--- src/rtl/gpio_pkg.sv ---
package gpio_pkg;
  localparam int PORT_W   = 8;
  localparam int ADDR_W   = 2;
  localparam int PUD_BIT  = 2;
  localparam logic [PORT_W-1:0] CTRL_RW_MASK = 8'b1000_1111;

  typedef enum logic [ADDR_W-1:0] {
    SEL_DIR  = 2'd0,
    SEL_PORT = 2'd1,
    SEL_PIN  = 2'd2,
    SEL_CTRL = 2'd3
  } regSel_e;

  typedef struct packed {
    logic              wrDir;
    logic              wrPort;
    logic              wrCtrl;
    logic [PORT_W-1:0] data;
    regSel_e           rdSel;
  } gpioStrobe_t;
endpackage

--- src/rtl/gpio_ctrl.sv ---
module gpio_ctrl
  import gpio_pkg::*;
(
  input  logic              clk,
  input  logic              rstN,
  input  logic              wrEn,
  input  logic [ADDR_W-1:0] wrAddr,
  input  logic [PORT_W-1:0] wrData,
  input  logic [ADDR_W-1:0] rdAddr,
  output gpioStrobe_t       stb
);
  regSel_e wrSel;

  always_comb begin
    wrSel      = regSel_e'(wrAddr);
    stb.wrDir  = wrEn && (wrSel == SEL_DIR);
    stb.wrPort = wrEn && (wrSel == SEL_PORT);
    stb.wrCtrl = wrEn && (wrSel == SEL_CTRL);
    stb.data   = wrData;
    stb.rdSel  = regSel_e'(rdAddr);
  end


  strobe_onehot_chk: assert property (@(posedge clk) disable iff (!rstN)
    $onehot0({stb.wrDir, stb.wrPort, stb.wrCtrl}));


  pin_addr_nowrite_chk: assert property (@(posedge clk) disable iff (!rstN)
    (wrEn && wrAddr == 2'd2) |-> !(stb.wrDir || stb.wrPort || stb.wrCtrl));
endmodule

--- src/rtl/gpio_datapath.sv ---
module gpio_datapath
  import gpio_pkg::*;
#(
  parameter int SYNC_STAGES = 2
) (
  input  logic              clk,
  input  logic              rstN,
  input  gpioStrobe_t       stb,
  input  logic              sleepMode,
  input  logic [PORT_W-1:0] puOvrEn,
  input  logic [PORT_W-1:0] puOvrVal,
  input  logic [PORT_W-1:0] dirOvrEn,
  input  logic [PORT_W-1:0] dirOvrVal,
  input  logic [PORT_W-1:0] valOvrEn,
  input  logic [PORT_W-1:0] valOvrVal,
  input  logic [PORT_W-1:0] dinOvrEn,
  input  logic [PORT_W-1:0] dinOvrVal,
  input  logic [PORT_W-1:0] padIn,
  output logic [PORT_W-1:0] rdData,
  output logic [PORT_W-1:0] padOe,
  output logic [PORT_W-1:0] padOut,
  output logic [PORT_W-1:0] padPullUp,
  output logic [PORT_W-1:0] padInEn,
  output logic [PORT_W-1:0] altDin
);
  localparam int LAST = SYNC_STAGES - 1;

  logic [PORT_W-1:0] dirReg, portReg, ctrlReg;
  logic [PORT_W-1:0] gatedIn, pinRead;
  logic [PORT_W-1:0] syncQ [SYNC_STAGES];
  logic              pullOff;

  always_ff @(posedge clk or negedge rstN) begin
    if (!rstN) begin
      dirReg  <= '0;
      portReg <= '0;
      ctrlReg <= '0;
    end else begin
      if (stb.wrDir)  dirReg  <= stb.data;
      if (stb.wrPort) portReg <= stb.data;
      if (stb.wrCtrl) ctrlReg <= stb.data & CTRL_RW_MASK;
    end
  end

  assign pullOff = ctrlReg[PUD_BIT];

  genvar p;
  generate
    for (p = 0; p < PORT_W; p++) begin : g_pin
      always_comb begin
        padOe[p]     = dirOvrEn[p] ? dirOvrVal[p] : dirReg[p];
        padOut[p]    = padOe[p] & (valOvrEn[p] ? valOvrVal[p] : portReg[p]);
        padPullUp[p] = puOvrEn[p] ? puOvrVal[p]
                                  : (!dirReg[p] && portReg[p] && !pullOff);
        padInEn[p]   = dinOvrEn[p] ? dinOvrVal[p] : !sleepMode;
        gatedIn[p]   = padIn[p] & padInEn[p];
      end
    end
  endgenerate

  assign altDin = gatedIn;

  genvar s;
  generate
    for (s = 0; s < SYNC_STAGES; s++) begin : g_sync
      always_ff @(posedge clk or negedge rstN) begin
        if (!rstN)       syncQ[s] <= '0;
        else if (s == 0) syncQ[s] <= gatedIn;
        else             syncQ[s] <= syncQ[(s == 0) ? 0 : s - 1];
      end
    end
  endgenerate

  assign pinRead = syncQ[LAST] & padInEn;

  always_comb begin
    unique case (stb.rdSel)
      SEL_DIR:  rdData = dirReg;
      SEL_PORT: rdData = portReg;
      SEL_PIN:  rdData = pinRead;
      SEL_CTRL: rdData = ctrlReg;
      default:  rdData = '0;
    endcase
  end

  logic [1:0] warm;
  always_ff @(posedge clk or negedge rstN) begin
    if (!rstN)          warm <= '0;
    else if (warm != 3) warm <= warm + 2'd1;
  end


  dir_write_chk: assert property (@(posedge clk) disable iff (!rstN)
    stb.wrDir |=> dirReg == $past(stb.data));


  ctrl_reserved_chk: assert property (@(posedge clk) disable iff (!rstN)
    (ctrlReg & ~CTRL_RW_MASK) == '0);


  oe_override_chk: assert property (@(posedge clk) disable iff (!rstN)
    ((padOe ^ dirOvrVal) & dirOvrEn) == '0);


  idle_drive_chk: assert property (@(posedge clk) disable iff (!rstN)
    (padOut & ~padOe) == '0);


  pin_gate_chk: assert property (@(posedge clk) disable iff (!rstN)
    (pinRead & ~padInEn) == '0);


  sync_first_chk: assert property (@(posedge clk) disable iff (!rstN)
    (warm != 0) |-> syncQ[0] == $past(gatedIn));


  regs_hold_chk: assert property (@(posedge clk) disable iff (!rstN)
    !(stb.wrDir || stb.wrPort || stb.wrCtrl) |=> $stable({dirReg, portReg, ctrlReg}));
endmodule

--- src/rtl/gpio_port.sv ---
module gpio_port
  import gpio_pkg::*;
#(
  parameter int SYNC_STAGES = 2
) (
  input  logic              clk,
  input  logic              rstN,
  input  logic              wrEn,
  input  logic [ADDR_W-1:0] wrAddr,
  input  logic [PORT_W-1:0] wrData,
  input  logic [ADDR_W-1:0] rdAddr,
  output logic [PORT_W-1:0] rdData,
  input  logic              sleepMode,
  input  logic [PORT_W-1:0] puOvrEn,
  input  logic [PORT_W-1:0] puOvrVal,
  input  logic [PORT_W-1:0] dirOvrEn,
  input  logic [PORT_W-1:0] dirOvrVal,
  input  logic [PORT_W-1:0] valOvrEn,
  input  logic [PORT_W-1:0] valOvrVal,
  input  logic [PORT_W-1:0] dinOvrEn,
  input  logic [PORT_W-1:0] dinOvrVal,
  input  logic [PORT_W-1:0] padIn,
  output logic [PORT_W-1:0] padOe,
  output logic [PORT_W-1:0] padOut,
  output logic [PORT_W-1:0] padPullUp,
  output logic [PORT_W-1:0] padInEn,
  output logic [PORT_W-1:0] altDin
);
  gpioStrobe_t stb;

  gpio_ctrl u_ctrl (
    .clk(clk), .rstN(rstN), .wrEn(wrEn), .wrAddr(wrAddr),
    .wrData(wrData), .rdAddr(rdAddr), .stb(stb)
  );

  gpio_datapath #(.SYNC_STAGES(SYNC_STAGES)) u_dp (
    .clk(clk), .rstN(rstN), .stb(stb), .sleepMode(sleepMode),
    .puOvrEn(puOvrEn), .puOvrVal(puOvrVal),
    .dirOvrEn(dirOvrEn), .dirOvrVal(dirOvrVal),
    .valOvrEn(valOvrEn), .valOvrVal(valOvrVal),
    .dinOvrEn(dinOvrEn), .dinOvrVal(dinOvrVal),
    .padIn(padIn), .rdData(rdData), .padOe(padOe), .padOut(padOut),
    .padPullUp(padPullUp), .padInEn(padInEn), .altDin(altDin)
  );


  reset_idle_chk: assert property (@(posedge clk) $rose(rstN) |-> (padOe & ~dirOvrEn) == '0);
endmodule

--- config.mk ---
export PLATFORM = sky130hd
export DESIGN_NAME = gpio_port
export DESIGN_NICKNAME = d
export VERILOG_FILES = /design/src/rtl/gpio_pkg.sv /design/src/rtl/gpio_ctrl.sv /design/src/rtl/gpio_datapath.sv /design/src/rtl/gpio_port.sv
export SDC_FILE = /design/constraint.sdc
export NUM_CORES = 1
export LEC_CHECK = 0
export BUFFER_PORTS_ARGS = -buffer_cell sky130_fd_sc_hd__clkbuf_2
export CELL_PAD_IN_SITES_DETAIL_PLACEMENT = 0
export CELL_PAD_IN_SITES_GLOBAL_PLACEMENT = 1
export CORE_ASPECT_RATIO = 0.9
export CORE_MARGIN = 4
export CORE_UTILIZATION = 29
export DETAILED_ROUTE_END_ITERATION = 7
export GPL_ROUTABILITY_DRIVEN = 0
export GPL_TIMING_DRIVEN = 0
export PLACE_DENSITY = 0.81
export SYNTH_ARGS = -nofsm -noshare
export SYNTH_HDL_FRONTEND = slang
export SYNTH_SLANG_ARGS = --single-unit
--- constraint.sdc ---
create_clock -name clk -period 1.35 [get_ports clk]
set_clock_uncertainty 0.05 [all_clocks]
set_input_delay 0.0675 -clock clk [delete_from_list [all_inputs] [get_ports clk]]
set_output_delay 0.0675 -clock clk [all_outputs]
set_load 0.02 [all_outputs]
==> out/metrics.cfg, run 1 <==
[run_status]
outcome = complete, but fails checks
violations = negative setup slack

[global_routing]
globalRoute.totalOverflow = 0
grt_pass1_wl_um = 9380
met1_usage_pct = 18.7
use_met3_pct = 4.79
grt.busiest_layer = met2
grt_max_degree = 38
grt_use_met2_pct = 25.5
grt_pass1_vias = 1967
grt_util_all_layers_pct = 15.0
antenna_found_initial = 0

[floorplanning]
coreArea_um2 = 6280
dieHeight_um = 85.3
die_width_um = 93.9
start_util_pct = 30.6
num_rows = 27
die-area_um2 = 8000
ios = 136

[drt]
drt_iter0_drc = 59
via_per_inst = 4.59
ant_nets = 0
drtPass1Iterations = 4
vias = 1937
routed_wl_um = 6180
avgRoutedWirePerCell_um = 14.7
drc = 0

[timing]
hold_viol = 0
tns_ns = -1.86
rsz0062_at_grt = true
fin_crit_ns = 1.54
setup_violations = 22
post-route-period-util_pct = 114
setup_ws_ns = -0.194
drv_slew = 0
fmax_mhz = 648
worst_pin_slew_ns = 0.815
slew_headroom_pct = 45.7

[critical_path]
required_ns = 1.23
crit_path_end_kind = output port
crit_type = register to output port
rrSetupSlack_ns = 0.36
start_kind = register
critical_path_peak_fanout = 1
arrival_ns = 1.43

[clock_network]
cts.clk_slew.worst_paths_ns = 0.07
h-tree-depth = 2
cts_tree = built
insertion_delay_ns = 0.28
clkSinkCount = 37
root_buffer = clkbuf_8
cts.path.max_buffers = 2
cts_buffers = 5

[logic_synthesis]
syn_area_per_cell_um2 = 11.4
synth_simple_gate_area_share_pct = 15.9
ys_types = 23
synth_xor_area_share_pct = 0
synth.mux.area_fraction_pct = 25.0
synthCells = 169
ys_ff_latch = 37
synth-seq-area-share_pct = 48.1
yosys_warnings = 0
synth_area_um2 = 1920
syn_nets = 257
synth_compound_area_share_pct = 8.97
synth_top_family_by_area = multiplexers
synthAdderAreaFrac_pct = 0

[layout]
area.growth.synth_to_final_pct = 75.1
diodes = 0
nNetsFinal = 422
num-fill-cells = 585
drive_gt1_share_pct = 64.8
final_util_pct = 53.6

[place]
dp_hpwl_um = 4470
numPortBuffers = 133

[pwr]
irDropWorstVdd_mv = 0.455
total_power_mw = 3.53
power_density_nw_per_um2 = 1050
p_leak_nw = 1.74

[min_path]
hp-class = primary input to register

[job]
max_cap_violations = 0

final timing paths:
path	end	startpoint	cells past startpoint
hold / removal	u_dp.syncQ[15]	dinOvrVal[7]	4
setup reg to reg	u_dp.ctrlReg[2]	u_dp.ctrlReg[2]	2
hold reg to reg	u_dp.syncQ[5]	u_dp.syncQ[13]	0
max in group asynchronous	u_dp.dirReg[4]	rstN	2
setup / recovery	rdData[2]	u_dp.syncQ[2]	3
min in group asynchronous	u_dp.syncQ[15]	rstN	2
where the power goes:
| part | switching (mW) | internal (mW) | leakage [nW] |
|---|---|---|---|
| Clock | 0.379 | 0.358 | 0.0450 |
| Combinational | 0.648 | 0.766 | 1.25 |
| Sequential | 0.113 | 1.26 | 0.451 |
metrics by stage:
step	setup slack (ns)	area (um^2)	std cells	hold slack (ns)
after floorplan	-0.134	1920	169	-0.278
after global placement	-0.0848	2700	389	0.190
after detailed placement	-0.0889	2700	389	0.201
after CTS	-0.209	3220	417	0.122
after global routing	-0.254	3370	422	0.146
final	-0.194	3370	422	0.131
cells in the final DEF (no fill, tap or decap), drive strengths merged, types with 5 or more instances in the layout:
master       synthesis  routed
clkbuf               1     114
dfrtp               37      37
buf                  2      36
mux2                30      30
nand2               27      27
dlygate4sd3          0      17
and2                16      16
o21ai               11      11
inv                  7       7
o41ai                7       7
mux4                 5       5
synthesized netlist by cell type:
library cell,instances,area share (%)
dfrtp_1,37,48
mux2_2,30,18
nand2_1,27,5.3
and2_1,15,4.9
o21ai_0,11,2.9
inv_1,7,1.4
o41ai_1,7,3.2
mux4_2,5,5.9
nor2_1,4,0.78
or2_1,4,1.3
a21boi_1,3,1.2
a31o_2,3,1.4
mux2i_1,3,1.6
and3_1,2,0.65
buf_2,2,0.52
nand2b_1,2,0.65
a21boi_0,1,0.39
and2_2,1,0.39
clkbuf_1,1,0.19
nand3_1,1,0.26
nand3b_1,1,0.39
nor2b_1,1,0.33
nor3b_4,1,0.98
timing repair:
action | 4_1_cts | 5_1_grt
hold endpoints to repair | 66 | 0
setup endpoints to repair | 24 | 25
pin swaps | 7 | 3
gates resized for setup | 59 | 53
setup buffers | 4 | 5
hold buffers | 17 | 0
metal layers:
layer	share of wire [%]	up-vias	routed length, um
met2	48	93	2970
met5	0	-	0
met4	0.68	0	42
li1	-	935	-
met1	42	904	2610
met3	9.0	5	555
worst max-delay path: stages (launching register included):
cell and delay, ns:
dfrtp_1 0.37, and3_4 0.15, mux4_2 0.47, buf_8 0.15
state kept, by name (all words and copies together) (netlist names):
| signal | flops |
|---|---|
| u_dp.ctrlReg | 5 |
| u_dp.dirReg | 8 |
| u_dp.portReg | 8 |
| u_dp.syncQ | 16 |
layout make-up:
type / count / area, um^2 / share of cell area, %
clock inverter: 2 / 10.0 / 0.297
sequential: 37 / 932 / 27.7
clock buffer: 6 / 72.6 / 2.15
timing repair buffer: 159 / 1080 / 32.0
inverter: 7 / 26.3 / 0.780
multi-input combinational: 122 / 1130 / 33.6
tap: 87 / 109 / 3.23
buffer: 2 / 10.0 / 0.297
cell families (layout without fill, tap and decap cells):
group,Yosys count,count (layout)
AND/OR/NAND/NOR,59,59
multiplexers,38,38
flip-flops,37,37
AO/OA/AOI/OAI,25,25
buffers and inverters,10,176
No activity file was read; power rests on OpenSTA's default activity.
==> run 2, diff against run 1 <==
--- a/config.mk
+++ b/config.mk
@@ -5,16 +5,19 @@
 export SDC_FILE = /design/constraint.sdc
 export NUM_CORES = 1
 export LEC_CHECK = 0
+export ABC_CLOCK_PERIOD_IN_PS = 1350
 export BUFFER_PORTS_ARGS = -buffer_cell sky130_fd_sc_hd__clkbuf_2
 export CELL_PAD_IN_SITES_DETAIL_PLACEMENT = 0
 export CELL_PAD_IN_SITES_GLOBAL_PLACEMENT = 1
 export CORE_ASPECT_RATIO = 0.9
 export CORE_MARGIN = 4
-export CORE_UTILIZATION = 29
+export CORE_UTILIZATION = 30
+export CTS_BUF_LIST = sky130_fd_sc_hd__clkbuf_8
 export DETAILED_ROUTE_END_ITERATION = 7
 export GPL_ROUTABILITY_DRIVEN = 0
 export GPL_TIMING_DRIVEN = 0
-export PLACE_DENSITY = 0.81
+export PLACE_DENSITY = 0.84
+export REMOVE_ABC_BUFFERS = 1
 export SYNTH_ARGS = -nofsm -noshare
 export SYNTH_HDL_FRONTEND = slang
 export SYNTH_SLANG_ARGS = --single-unit
==> out/metrics.cfg, run 2 (synthesis results as in run 1) <==
[critical_path]
reg2reg_to = u_dp.ctrlReg[2]
critical_path_peak_fanout = 3
start_kind = register
crit_path_end_kind = output port
arrival_ns = 1.43
cp-startpoint = u_dp.ctrlReg[2]
required_ns = 1.23
crit_path_end = rdData[2]
r2r-start = u_dp.ctrlReg[2]
crit_type = register to output port
rrSetupSlack_ns = 0.32
rr_worst_depth = 2

[global_routing]
grt_pass1_wl_um = 9510
globalRoute.totalOverflow = 0
antenna_found_initial = 0
grt_util_all_layers_pct = 15.5
grt_max_degree = 38
grt_pass1_vias = 1983

[run_status]
outcome = complete, but fails checks
violations = negative setup slack

[timing]
setup_violations = 24
setup_ws_ns = -0.193
slew_headroom_pct = 44.0
drv_slew = 0
hold_viol = 0
holdWs_ns = 0.0143
rsz0062_at_grt = true
fin_crit_ns = 1.54
worst_pin_slew_ns = 0.840
fmax_mhz = 648
post-route-period-util_pct = 114

[place]
numPortBuffers = 135
place_ws_ns = -0.0349
dp_cells = 388
dp_hpwl_um = 4470

[layout]
finalNonFillerCells = 419
diodes = 0
largest_register_ffs = 16
final_common_cell = clkbuf_2
area.growth.synth_to_final_pct = 72.0
layout_common_cells = clkbuf_2, dfrtp_1, nand2_1
num-fill-cells = 571
final-seq-area_um2 = 930
drive_gt1_share_pct = 63.0
multi_input_area_um2 = 1110
nNetsFinal = 419
final_util_pct = 53.6
max_flop_register = u_dp.syncQ
top_regs = u_dp.syncQ (16), u_dp.dirReg (8), u_dp.portReg (8)

[drt]
drt_iter0_drc = 34
drtPass1Iterations = 4
ant_nets = 0
avgRoutedWirePerCell_um = 14.8
drc = 0
vias = 1949
via_per_inst = 4.65
routed_wl_um = 6210

[pwr]
p_leak_nw = 1.72
irDropWorstVdd_mv = 0.556
power_density_nw_per_um2 = 1050
total_power_mw = 3.49

[floorplanning]
dieHeight_um = 84.0
start_util_pct = 31.1
die-area_um2 = 7760
coreArea_um2 = 6180
die_width_um = 92.4
ios = 136
num_rows = 27

[clock_network]
clkSinkCount = 37
cts_tree = built
insertion_delay_ns = 0.28
h-tree-depth = 2
cts_buffers = 5
cts.clk_slew.worst_paths_ns = 0.07
root_buffer = clkbuf_8
cts.path.max_buffers = 2

[job]
max_cap_violations = 0

[min_path]
hp-class = primary input to register

==> run 2: worst min-delay path by stage <==
stage                 endpoint  cells past startpoint  slack (ns)      start
2_1_floorplan  u_dp.ctrlReg[0]                      0       -0.28       rstN
3_3_place_gp     u_dp.syncQ[8]                      1        0.20       rstN
3_5_place_dp     u_dp.syncQ[8]                      1        0.21       rstN
4_1_cts        u_dp.ctrlReg[3]                      2       0.006  wrData[3]
5_1_grt        u_dp.ctrlReg[3]                      2       0.009  wrData[3]
6_report       u_dp.ctrlReg[3]                      2        0.01  wrData[3]
==> run 2: where the power goes <==
| part | internal [mW] | total [mW] | switching (mW) |
|---|---|---|---|
| sequential | 1.26 | 1.37 | 0.115 |
| combinational | 0.738 | 1.37 | 0.636 |
| clock | 0.350 | 0.738 | 0.387 |
| total | 2.35 | 3.49 | 1.14 |
==> run 2: worst max-delay path, cell delays in order, from the launching register on <==
cell	delay [ns]
dfrtp_2	0.42
buf_6	0.11
mux4_2	0.47
buf_6	0.15
==> run 2: routing by layer <==
| metal | vias to the layer above | part of all wire [%] | GRT usage [%] |
|---|---|---|---|
| li1 | 923 | - | - |
| met1 | 931 | 42 | 17.9 |
| met2 | 93 | 50 | 28.7 |
| met3 | 2 | 7.6 | 4.33 |
| met4 | 0 | 0.27 | 2.43 |
| met5 | - | 0 | 0 |
==> run 2: per-stage QoR <==
step	TNS [ns]	instance area, um^2
3_5_place_dp	-0.0349	2700
5_1_grt	-3.26	3310
4_1_cts	-2.81	3190
2_1_floorplan	-0.413	1910
6_report	-1.81	3310
3_3_place_gp	-0.0226	2700
==> run 2: area by class of cell <==
type	count	share of cell area, %
Timing Repair Buffer	158	31.9
Sequential cell	37	28.1
Clock buffer	5	2.08
Tap cell	87	3.29
Clock inverter	3	0.416
Inverter	7	0.794
Multi-Input combinational cell	122	33.4
==> run 2: what timing repair did <==
item	CTS	global route
endpoints found under the setup margin	24	26
endpoints found under the hold margin	62	0
gates resized for setup	51	53
buffers inserted	5	2
hold buffers	16	0
pin swaps	2	7
==> run 3, diff against run 2 <==
--- a/config.mk
+++ b/config.mk
@@ -12,11 +12,12 @@
 export CORE_ASPECT_RATIO = 0.9
 export CORE_MARGIN = 4
 export CORE_UTILIZATION = 30
-export CTS_BUF_LIST = sky130_fd_sc_hd__clkbuf_8
+export CTS_BUF_LIST = sky130_fd_sc_hd__clkbuf_2
 export DETAILED_ROUTE_END_ITERATION = 7
 export GPL_ROUTABILITY_DRIVEN = 0
 export GPL_TIMING_DRIVEN = 0
 export PLACE_DENSITY = 0.84
+export RECOVER_POWER = 50
 export REMOVE_ABC_BUFFERS = 1
 export SYNTH_ARGS = -nofsm -noshare
 export SYNTH_HDL_FRONTEND = slang
==> out/metrics.cfg, run 3 (synthesis results as in run 1) <==
[run_status]
outcome = complete, but fails checks
violations = negative setup slack

[floorplanning]
die_width_um = 92.4
start_util_pct = 31.1
coreArea_um2 = 6180
ios = 136
dieHeight_um = 84.0
num_rows = 27
die-area_um2 = 7760

[drt]
drt_iter0_drc = 52
drtPass1Iterations = 4
drc = 0
vias = 1969
ant_nets = 0
avgRoutedWirePerCell_um = 14.9
via_per_inst = 4.67
routed_wl_um = 6300

[clock_network]
cts.path.max_buffers = 2
root_buffer = clkbuf_2
cts_tree = built
h-tree-depth = 2
clkSinkCount = 37
cts.clk_slew.worst_paths_ns = 0.19
cts_buffers = 5
insertion_delay_ns = 0.38

[min_path]
hold_depth = 3
hold_path_end = u_dp.syncQ[14]
hp-class = primary input to register
holdCritStartpoint = dinOvrEn[6]

[layout]
area.growth.synth_to_final_pct = 74.4
largest_register_ffs = 16
final_common_cell = clkbuf_2
nNetsFinal = 422
finalNonFillerCells = 422
diodes = 0
layout_common_cells = clkbuf_2, dfrtp_1, nand2_1
drive_gt1_share_pct = 61.2
num-fill-cells = 565
top_regs = u_dp.syncQ (16), u_dp.dirReg (8), u_dp.portReg (8)
max_flop_register = u_dp.syncQ

[critical_path]
crit_path_end_kind = output port
rr_worst_depth = 2
crit_type = register to output port
reg2reg_to = u_dp.ctrlReg[2]
r2r-start = u_dp.ctrlReg[2]
critical_path_peak_fanout = 3
arrival_ns = 1.56
cp-startpoint = u_dp.ctrlReg[2]
rrSetupSlack_ns = 0.34
start_kind = register
required_ns = 1.23

[place]
place_ws_ns = -0.0349
dp_hpwl_um = 4470
dp_cells = 388
numPortBuffers = 135

[timing]
fin_crit_ns = 1.68
holdWs_ns = 0.0528
setup_violations = 32
worst_pin_slew_ns = 0.933
drv_slew = 0
setup_ws_ns = -0.327
post-route-period-util_pct = 124
rsz0062_at_grt = true
hold_viol = 0
slew_headroom_pct = 37.8
fmax_mhz = 596

[global_routing]
antenna_found_initial = 0
grt_max_degree = 38
grt_pass1_vias = 1996
globalRoute.totalOverflow = 0
grt_pass1_wl_um = 9560
grt_util_all_layers_pct = 15.6

[pwr]
power_density_nw_per_um2 = 989
irDropWorstVdd_mv = 0.439
p_leak_nw = 1.73

[job]
max_cap_violations = 0

run 3: changes by cell type in the layout (fill, tap and decap cells not counted), moves of 4 or more:
cell / before / now
buf_8: 10 / 14
clkbuf_8: 5 / 0
and2_1: 7 / 1
and2_0: 0 / 6
clkbuf_1: 0 / 4
clkbuf_2: 110 / 105
run 3: worst max-delay path by stage:
stage,endpoint,slack (ns)
6_report,rdData[2],-0.33
5_1_grt,rdData[2],-0.41
4_1_cts,rdData[2],-0.36
3_5_place_dp,rdData[1],-0.03
3_3_place_gp,rdData[1],-0.02
2_1_floorplan,padPullUp[1],-0.06
run 3: what timing repair did:
| action | CTS | global route |
|---|---|---|
| cloned | 0 | 0 |
| buffers inserted | 5 | 2 |
| setup endpoints to repair | 32 | 32 |
| hold buffers | 19 | 0 |
| resized for setup | 59 | 70 |
| pin swaps | 2 | 8 |
| endpoints found under the hold margin | 66 | 0 |
run 3: report_power, final:
group | switching [mW] | internal (mW)
clock network | 0.371 | 0.130
logic | 0.651 | 0.796
registers | 0.113 | 1.26
run 3: area by class of cell:
class / count / area, um^2 / area share, %
inverters: 7 / 26.3 / 0.783
well taps: 87 / 109 / 3.24
multi-input cells: 122 / 1110 / 33.1
repair buffers: 161 / 1140 / 34.1
clock inverters: 2 / 10.0 / 0.298
clock buffers: 6 / 30.0 / 0.895
flip-flops and latches: 37 / 928 / 27.7
run 3: layer usage:
metal	vias up	global-route usage (%)	routed length, um
met2	90	28.5	3240
met1	940	18.1	2540
met4	0	2.83	32
li1	935	-	-
met3	4	4.42	486
met5	-	0	0
run 3: worst max-delay path, stage by stage, from the launching register on:
cell and delay (ns):
dfrtp_2 0.45, buf_4 0.13, mux4_2 0.47, buf_6 0.15
run 3: per-stage QoR:
| stage | util (%) | instance area [um^2] | TNS, ns | power (mW) |
|---|---|---|---|---|
| after floorplan | - | 1910 | -0.413 | 1.96 |
| after global placement | 43.6 | 2700 | -0.0226 | 2.37 |
| after detailed placement | 43.6 | 2700 | -0.0349 | 2.39 |
| after CTS | 51.9 | 3210 | -7.05 | 3.18 |
| after global routing | 54.3 | 3360 | -7.78 | 3.51 |
| final | 54.3 | 3360 | -5.08 | 3.32 |
